**config.mk**
```make
export PLATFORM = sky130hd
export DESIGN_NAME = vec_pack_sat
export DESIGN_NICKNAME = d
export VERILOG_FILES = /design/src/rtl/vps_pkg.sv /design/src/rtl/vps_sat_lane.sv /design/src/rtl/vps_control.sv /design/src/rtl/vps_datapath.sv /design/src/rtl/vec_pack_sat.sv
export SDC_FILE = /design/constraint.sdc
export NUM_CORES = 1
export LEC_CHECK = 0
export ABC_AREA = 1
export BUFFER_PORTS_ARGS = -buffer_cell sky130_fd_sc_hd__buf_4
export CAP_MARGIN = 20
export CORE_ASPECT_RATIO = 1.25
export CORE_UTILIZATION = 30
export CTS_CLUSTER_DIAMETER = 50
export DETAILED_ROUTE_END_ITERATION = 10
export PLACE_DENSITY = 0.52
export SETUP_SLACK_MARGIN = 0.15
export SLEW_MARGIN = 20
export SYNTH_ARGS = -nofsm -noshare
export SYNTH_HDL_FRONTEND = slang
export SYNTH_SLANG_ARGS = --single-unit
```
**constraint.sdc**
```tcl
create_clock -name clk -period 1.3 [get_ports clk]
set_input_delay 0 -clock clk [delete_from_list [all_inputs] [get_ports clk]]
set_output_delay 0 -clock clk [all_outputs]
set_load 0.005 [all_outputs]
```
**src/rtl/vps_pkg.sv**
```systemverilog
package vps_pkg;

  typedef enum logic [1:0] {
    PK_S32_S16 = 2'b00,
    PK_S16_S8  = 2'b01,
    PK_S16_U8  = 2'b10,
    PK_ZERO    = 2'b11
  } packMode_e;

  // Strobes from control to datapath
  typedef struct packed {
    logic wordOut;      // select the 32->16 lane set
    logic unsignedOut;  // byte lanes clamp to the unsigned range
    logic zeroOut;      // force an all-zero result
    logic load;         // capture into the output register
  } packCtl_t;

endpackage

```
**src/rtl/vps_sat_lane.sv**
```systemverilog
module vps_sat_lane #(
  parameter int IN_W = 16,
  localparam int OUT_W = IN_W / 2
) (
  input  logic [IN_W-1:0]  wideVal,
  input  logic             unsignedOut,
  output logic [OUT_W-1:0] narrowVal
);

  logic              signBit;
  logic [IN_W-OUT_W:0]   upperS;   // bits that must agree for a signed fit
  logic [IN_W-OUT_W-1:0] upperU;   // bits that must be zero for an unsigned fit

  always_comb begin
    signBit = wideVal[IN_W-1];
    upperS  = wideVal[IN_W-1:OUT_W-1];
    upperU  = wideVal[IN_W-1:OUT_W];
    if (unsignedOut) begin
      if (signBit)       narrowVal = '0;
      else if (|upperU)  narrowVal = '1;
      else               narrowVal = wideVal[OUT_W-1:0];
    end else begin
      if ((&upperS) || !(|upperS)) narrowVal = wideVal[OUT_W-1:0];
      else if (signBit)            narrowVal = {1'b1, {(OUT_W-1){1'b0}}};
      else                         narrowVal = {1'b0, {(OUT_W-1){1'b1}}};
    end
  end

endmodule

```
**src/rtl/vps_control.sv**
```systemverilog
module vps_control
  import vps_pkg::*;
#(
  parameter bit OUT_REG = 1'b1
) (
  input  logic     clk,
  input  logic     rstN,
  input  logic     inValid,
  input  logic [1:0] mode,
  output packCtl_t ctl,
  output logic     resValid
);

  packMode_e curMode;

  always_comb begin
    curMode         = packMode_e'(mode);
    ctl.wordOut     = (curMode == PK_S32_S16);
    ctl.unsignedOut = (curMode == PK_S16_U8);
    ctl.zeroOut     = (curMode == PK_ZERO);
    ctl.load        = inValid;
  end

  generate
    if (OUT_REG) begin : g_reg
      logic validQ;
      always_ff @(posedge clk or negedge rstN) begin
        if (!rstN) validQ <= 1'b0;
        else       validQ <= inValid;
      end
      assign resValid = validQ;
    end else begin : g_comb
      assign resValid = inValid;
    end
  endgenerate

endmodule

```
**src/rtl/vps_datapath.sv**
```systemverilog
module vps_datapath
  import vps_pkg::*;
#(
  parameter int VEC_W   = 64,
  parameter int WIDE_W  = 32,
  parameter bit OUT_REG = 1'b1
) (
  input  logic             clk,
  input  logic             rstN,
  input  packCtl_t         ctl,
  input  logic [VEC_W-1:0] srcA,
  input  logic [VEC_W-1:0] srcB,
  output logic [VEC_W-1:0] result
);

  localparam int MID_W      = WIDE_W / 2;
  localparam int WIDE_LANES = 2 * VEC_W / WIDE_W;
  localparam int MID_LANES  = 2 * VEC_W / MID_W;

  logic [2*VEC_W-1:0] both;
  logic [VEC_W-1:0]   packWide;
  logic [VEC_W-1:0]   packMid;
  logic [VEC_W-1:0]   nextRes;

  // srcA below srcB so lane order runs A then B
  assign both = {srcB, srcA};

  generate
    for (genvar i = 0; i < WIDE_LANES; i++) begin : g_wide
      vps_sat_lane #(.IN_W(WIDE_W)) u_lane (
        .wideVal    (both[i*WIDE_W +: WIDE_W]),
        .unsignedOut(1'b0),
        .narrowVal  (packWide[i*MID_W +: MID_W])
      );
    end
    for (genvar j = 0; j < MID_LANES; j++) begin : g_mid
      vps_sat_lane #(.IN_W(MID_W)) u_lane (
        .wideVal    (both[j*MID_W +: MID_W]),
        .unsignedOut(ctl.unsignedOut),
        .narrowVal  (packMid[j*(MID_W/2) +: MID_W/2])
      );
    end
  endgenerate

  always_comb begin
    if (ctl.zeroOut)      nextRes = '0;
    else if (ctl.wordOut) nextRes = packWide;
    else                  nextRes = packMid;
  end

  generate
    if (OUT_REG) begin : g_reg
      logic [VEC_W-1:0] resQ;
      always_ff @(posedge clk or negedge rstN) begin
        if (!rstN)         resQ <= '0;
        else if (ctl.load) resQ <= nextRes;
      end
      assign result = resQ;
    end else begin : g_comb
      assign result = nextRes;
    end
  endgenerate

endmodule

```
**src/rtl/vec_pack_sat.sv**
```systemverilog
module vec_pack_sat
  import vps_pkg::*;
#(
  parameter int VEC_W   = 64,
  parameter int WIDE_W  = 32,
  parameter bit OUT_REG = 1'b1
) (
  input  logic             clk,
  input  logic             rstN,
  input  logic             inValid,
  input  logic [1:0]       mode,
  input  logic [VEC_W-1:0] srcA,
  input  logic [VEC_W-1:0] srcB,
  output logic             resValid,
  output logic [VEC_W-1:0] result
);

  packCtl_t ctl;

  vps_control #(.OUT_REG(OUT_REG)) u_ctrl (
    .clk     (clk),
    .rstN    (rstN),
    .inValid (inValid),
    .mode    (mode),
    .ctl     (ctl),
    .resValid(resValid)
  );

  vps_datapath #(.VEC_W(VEC_W), .WIDE_W(WIDE_W), .OUT_REG(OUT_REG)) u_dp (
    .clk   (clk),
    .rstN  (rstN),
    .ctl   (ctl),
    .srcA  (srcA),
    .srcB  (srcB),
    .result(result)
  );

endmodule

```
==> out/qor_table.md <==
| Parameter | Reported |
| --- | --- |
| Maximum resistive drop on vdd | 0.000561 V |
| Largest area contributor in the synthesized netlist | sky130_fd_sc_hd__nand2_1 |
| Bufs on Longest Clock Path | 2 |
| DRC violation total after the first TritonRoute iteration | 446 |
| Count of TritonRoute iterations in the first routing pass | 4 |
| Clock root buffer | sky130_fd_sc_hd__clkbuf_16 |
| Capture instance of the worst register-to-register path | u_dp.result[10] |
| Mapped Avg Cell Area | 5.47 um^2 |
| RSZ-0062 raised after global routing | false |
| Wirelength, routed | 22000 um |
| Clock tree from TritonCTS | done |
| Power per unit of standard cell area | 827 nW/um^2 |
| Number of ports placed on the die boundary | 198 |
| Number of antenna violations at the first check in global routing | 1 |
| Worst setup EP type | flip-flop |
| Worst Hold Path Cells | 5 |
| First-pass GRT wire length | 35400 um |
| Data required time at the worst endpoint | 1.58 ns |
| Sequential element share of the synthesized area | 27.2% |
| CP arrival | 1.35 ns |
| DR WL met3 | 1140 um |
| Net Count, Synth | 1224 |
| Final routed DRC violation total | 0 |
| DIE WIDTH | 128 um |
| Result of the run | complete, no violations |
| Hold Vio Cnt, Final | 0 |
| Clock period minus final worst setup slack | 1.07 ns |
| Overall fraction of global-route tracks in use | 21.8% |
| Async S/R FF share, synth | 100% |
| Hold Crit Class | input pin to flip-flop |
| Pin slew with the least headroom to its limit | 0.503 ns |
| Number of warnings printed during yosys synthesis | 0 |
| Cell count after synthesis | 1091 |
| Flops & latches, synth | 65 |
| RD Place Congestion | 0.850 |
| Fmax achieved | 0.937 GHz |
| Fin. max-slew vios | 0 |
| Vias in the first global route | 7257 |
| Total Power Consumption | 0.00706 W |
| Placeable core region | 19500 um^2 |
| Clock insertion delay at the later pin of the skew report | 0.34 ns |
| Worst setup SP type | input pin |
| Number of buffers inserted to repair setup after CTS | 0 |
| Number of maximum-capacitance constraint violations | 0 |
| Sum of routed wire segments on met1 | 9150 um |
| Source of the worst hold timing path | srcB[10] |
| Maximum level of the CTS H-tree | 3 |
| DR vias | 7407 |
| Initial Utilization | 30.7% |
| Average vias per placed instance | 4.65 |
| Type of the worst setup path | input pin to flip-flop |
| DIE AREA | 20500 um^2 |
| Clock input transition at the sequential cells of the worst setup and hold paths | 0.06 ns |
| Final routed wire length divided by cell count | 13.8 um |
| Worst relative slew slack | 66.4% |
| Worst setup skew after layout | 0 ns |
| Reg-to-reg setup timing slack | 0.63 ns |
| Crit Path Max Fanout | 13 |
| Cell types occupying the most area after synthesis | sky130_fd_sc_hd__nand2_1 (36%), sky130_fd_sc_hd__dfrtp_1 (27%), sky130_fd_sc_hd__inv_1 (6.4%) |
| Layout-stage area growth over the synthesis result | 43.1% |
| Number of distinct library cells after synthesis | 33 |
| Startpoint of the most critical register-to-register path | u_dp.result[10] |
| Gr ovfl total | 0 |
| EDFF count, synth | 0 |
| Hold worst-path end | u_dp.result[42] |
| Uppermost signal routing layer after detailed routing | met4 |
| Pin count of the biggest net entering global routing | 66 |
| Wire length on met2 | 11200 um |
| Number of nets at the end of the flow | 1454 |
| Number of nets with antenna violations after detailed routing | 0 |
| Placed wire-length estimate after detailed placement | 16400 um |
| Chip height | 160 um |
| Final cycle utilization of the critical path | 82.1% |
| CTS sink cnt | 65 |
| Final setup violation count | 0 |
| Cell leakage power | 4.57 nW |
| Area share of the largest cell type after synthesis | 36.3% |
| Worst Reg-to-Reg Cells | 2 |
| Top cells by instance count after synthesis | sky130_fd_sc_hd__nand2_1 (578), sky130_fd_sc_hd__inv_1 (102), sky130_fd_sc_hd__nor2_1 (76) |
| Setup ws final | 0.232 ns |
| Quantity of I/O buffers inserted on ports | 197 |
| Dpl ws | -0.0290 ns |
| Most repeated cell in the gate-level netlist after synthesis | sky130_fd_sc_hd__nand2_1 |
| Layout cells sized above 1 | 22.3% |
| Post-Place Cell Area | 8090 um^2 |
| Primary flip-flop cell chosen by synthesis mapping | sky130_fd_sc_hd__dfrtp_1 |
| Number of buffers added by the clock tree synthesis step | 9 |
| Post-synth design cell area | 5970 um^2 |
| TNS Setup | 0 ns |
| Final instance area | 8540 um^2 |
| Standard-cell row count | 57 |
-- per-layer routing --
metal | vias up | GRT usage [%]
met1 | 3322 | 25.1
met3 | 31 | 3.65
met2 | 212 | 39.8
li1 | 3842 | -
met4 | 0 | 8.13
met5 | - | 0
-- metrics by stage --
step | util [%] | cells | hold WS, ns
after floorplan | - | 1091 | -0.296
after global placement | 41.5 | 1563 | 0.0471
after detailed placement | 41.5 | 1563 | 0.0481
after CTS | 43.7 | 1590 | 0.000155
after global routing | 43.9 | 1592 | 0.0341
final | 43.9 | 1592 | 0.0113
-- registers in the layout, indices dropped and copies added, names as in the netlist --
name	count
u_ctrl.resValid	1
u_dp.result	64
-- cells by family (layout without fill, tap and decap cells) --
| group | Yosys count | after routing | share of synthesized area [%] |
|---|---|---|---|
| buffers and inverters | 148 | 383 | 10.4 |
| DFF | 65 | 65 | 27.2 |
| other | 0 | 1 | 0 |
| AOI/OAI and AO/OA | 106 | 106 | 9.37 |
| and+or+nand+nor | 772 | 772 | 53.0 |
-- layout by cell type (no fill, tap or decap), types with 2 or more instances in the layout --
cell	n
sky130_fd_sc_hd__nand2_1	578
sky130_fd_sc_hd__buf_4	235
sky130_fd_sc_hd__inv_1	100
sky130_fd_sc_hd__nor2_1	75
sky130_fd_sc_hd__nand3_1	72
sky130_fd_sc_hd__a21oi_1	65
sky130_fd_sc_hd__dfrtp_1	65
sky130_fd_sc_hd__o21ai_0	27
sky130_fd_sc_hd__nand4_1	13
sky130_fd_sc_hd__dlygate4sd3_1	11
sky130_fd_sc_hd__buf_12	11
sky130_fd_sc_hd__clkbuf_16	10
sky130_fd_sc_hd__nand3b_1	6
sky130_fd_sc_hd__o21ai_1	6
sky130_fd_sc_hd__nand3_2	5
sky130_fd_sc_hd__nor2_4	5
sky130_fd_sc_hd__inv_2	5
sky130_fd_sc_hd__nor2_2	4
sky130_fd_sc_hd__nand2_2	4
sky130_fd_sc_hd__nor3_1	4
sky130_fd_sc_hd__a31oi_1	3
sky130_fd_sc_hd__clkinv_2	3
sky130_fd_sc_hd__nand2_4	2
sky130_fd_sc_hd__inv_4	2
sky130_fd_sc_hd__a21oi_2	2
sky130_fd_sc_hd__clkbuf_8	2
-- timing repair --
action / CTS / global route
resized for setup: 0 / 6
endpoints found under the setup margin: 0 / 20
endpoints found under the hold margin: 76 / 0
hold buffers: 11 / 0
-- layout make-up --
class	count	area (um^2)
fillers	2178	10900
multi-input cells	878	3730
repair buffers	259	2130
flip-flops and latches	65	1630
inverters	108	410
well taps	265	332
clock buffers	11	253
clock inverters	5	53.8
diodes	1	2.50
-- power by group --
part | switching [W] | total [W] | internal, W
logic | 0.00105 | 0.00205 | 0.00101
registers | 0.000172 | 0.00243 | 0.00226
clock network | 0.000994 | 0.00258 | 0.00158
total | 0.00221 | 0.00706 | 0.00485
-- worst max-delay path by stage --
stage | start | to | cells after the start
final | inValid | u_dp.result[8] | 9
after global routing | inValid | u_dp.result[12] | 9
after CTS | inValid | u_dp.result[55] | 7
after detailed placement | srcB[31] | u_dp.result[41] | 14
after global placement | srcB[30] | u_dp.result[41] | 14
after floorplan | srcB[63] | u_dp.result[58] | 12
-- critical path, cell delays in order --
cell                            delay [ns]
sky130_fd_sc_hd__dlygate4sd3_1        0.52
sky130_fd_sc_hd__buf_4                0.14
sky130_fd_sc_hd__nand2_2              0.09
sky130_fd_sc_hd__inv_4                0.11
sky130_fd_sc_hd__buf_12               0.15
sky130_fd_sc_hd__nand2_1              0.06
sky130_fd_sc_hd__a21oi_1              0.13
sky130_fd_sc_hd__nand2_1              0.09
sky130_fd_sc_hd__nand2_1              0.06
Note: power is estimated with default switching activity, not from simulation.
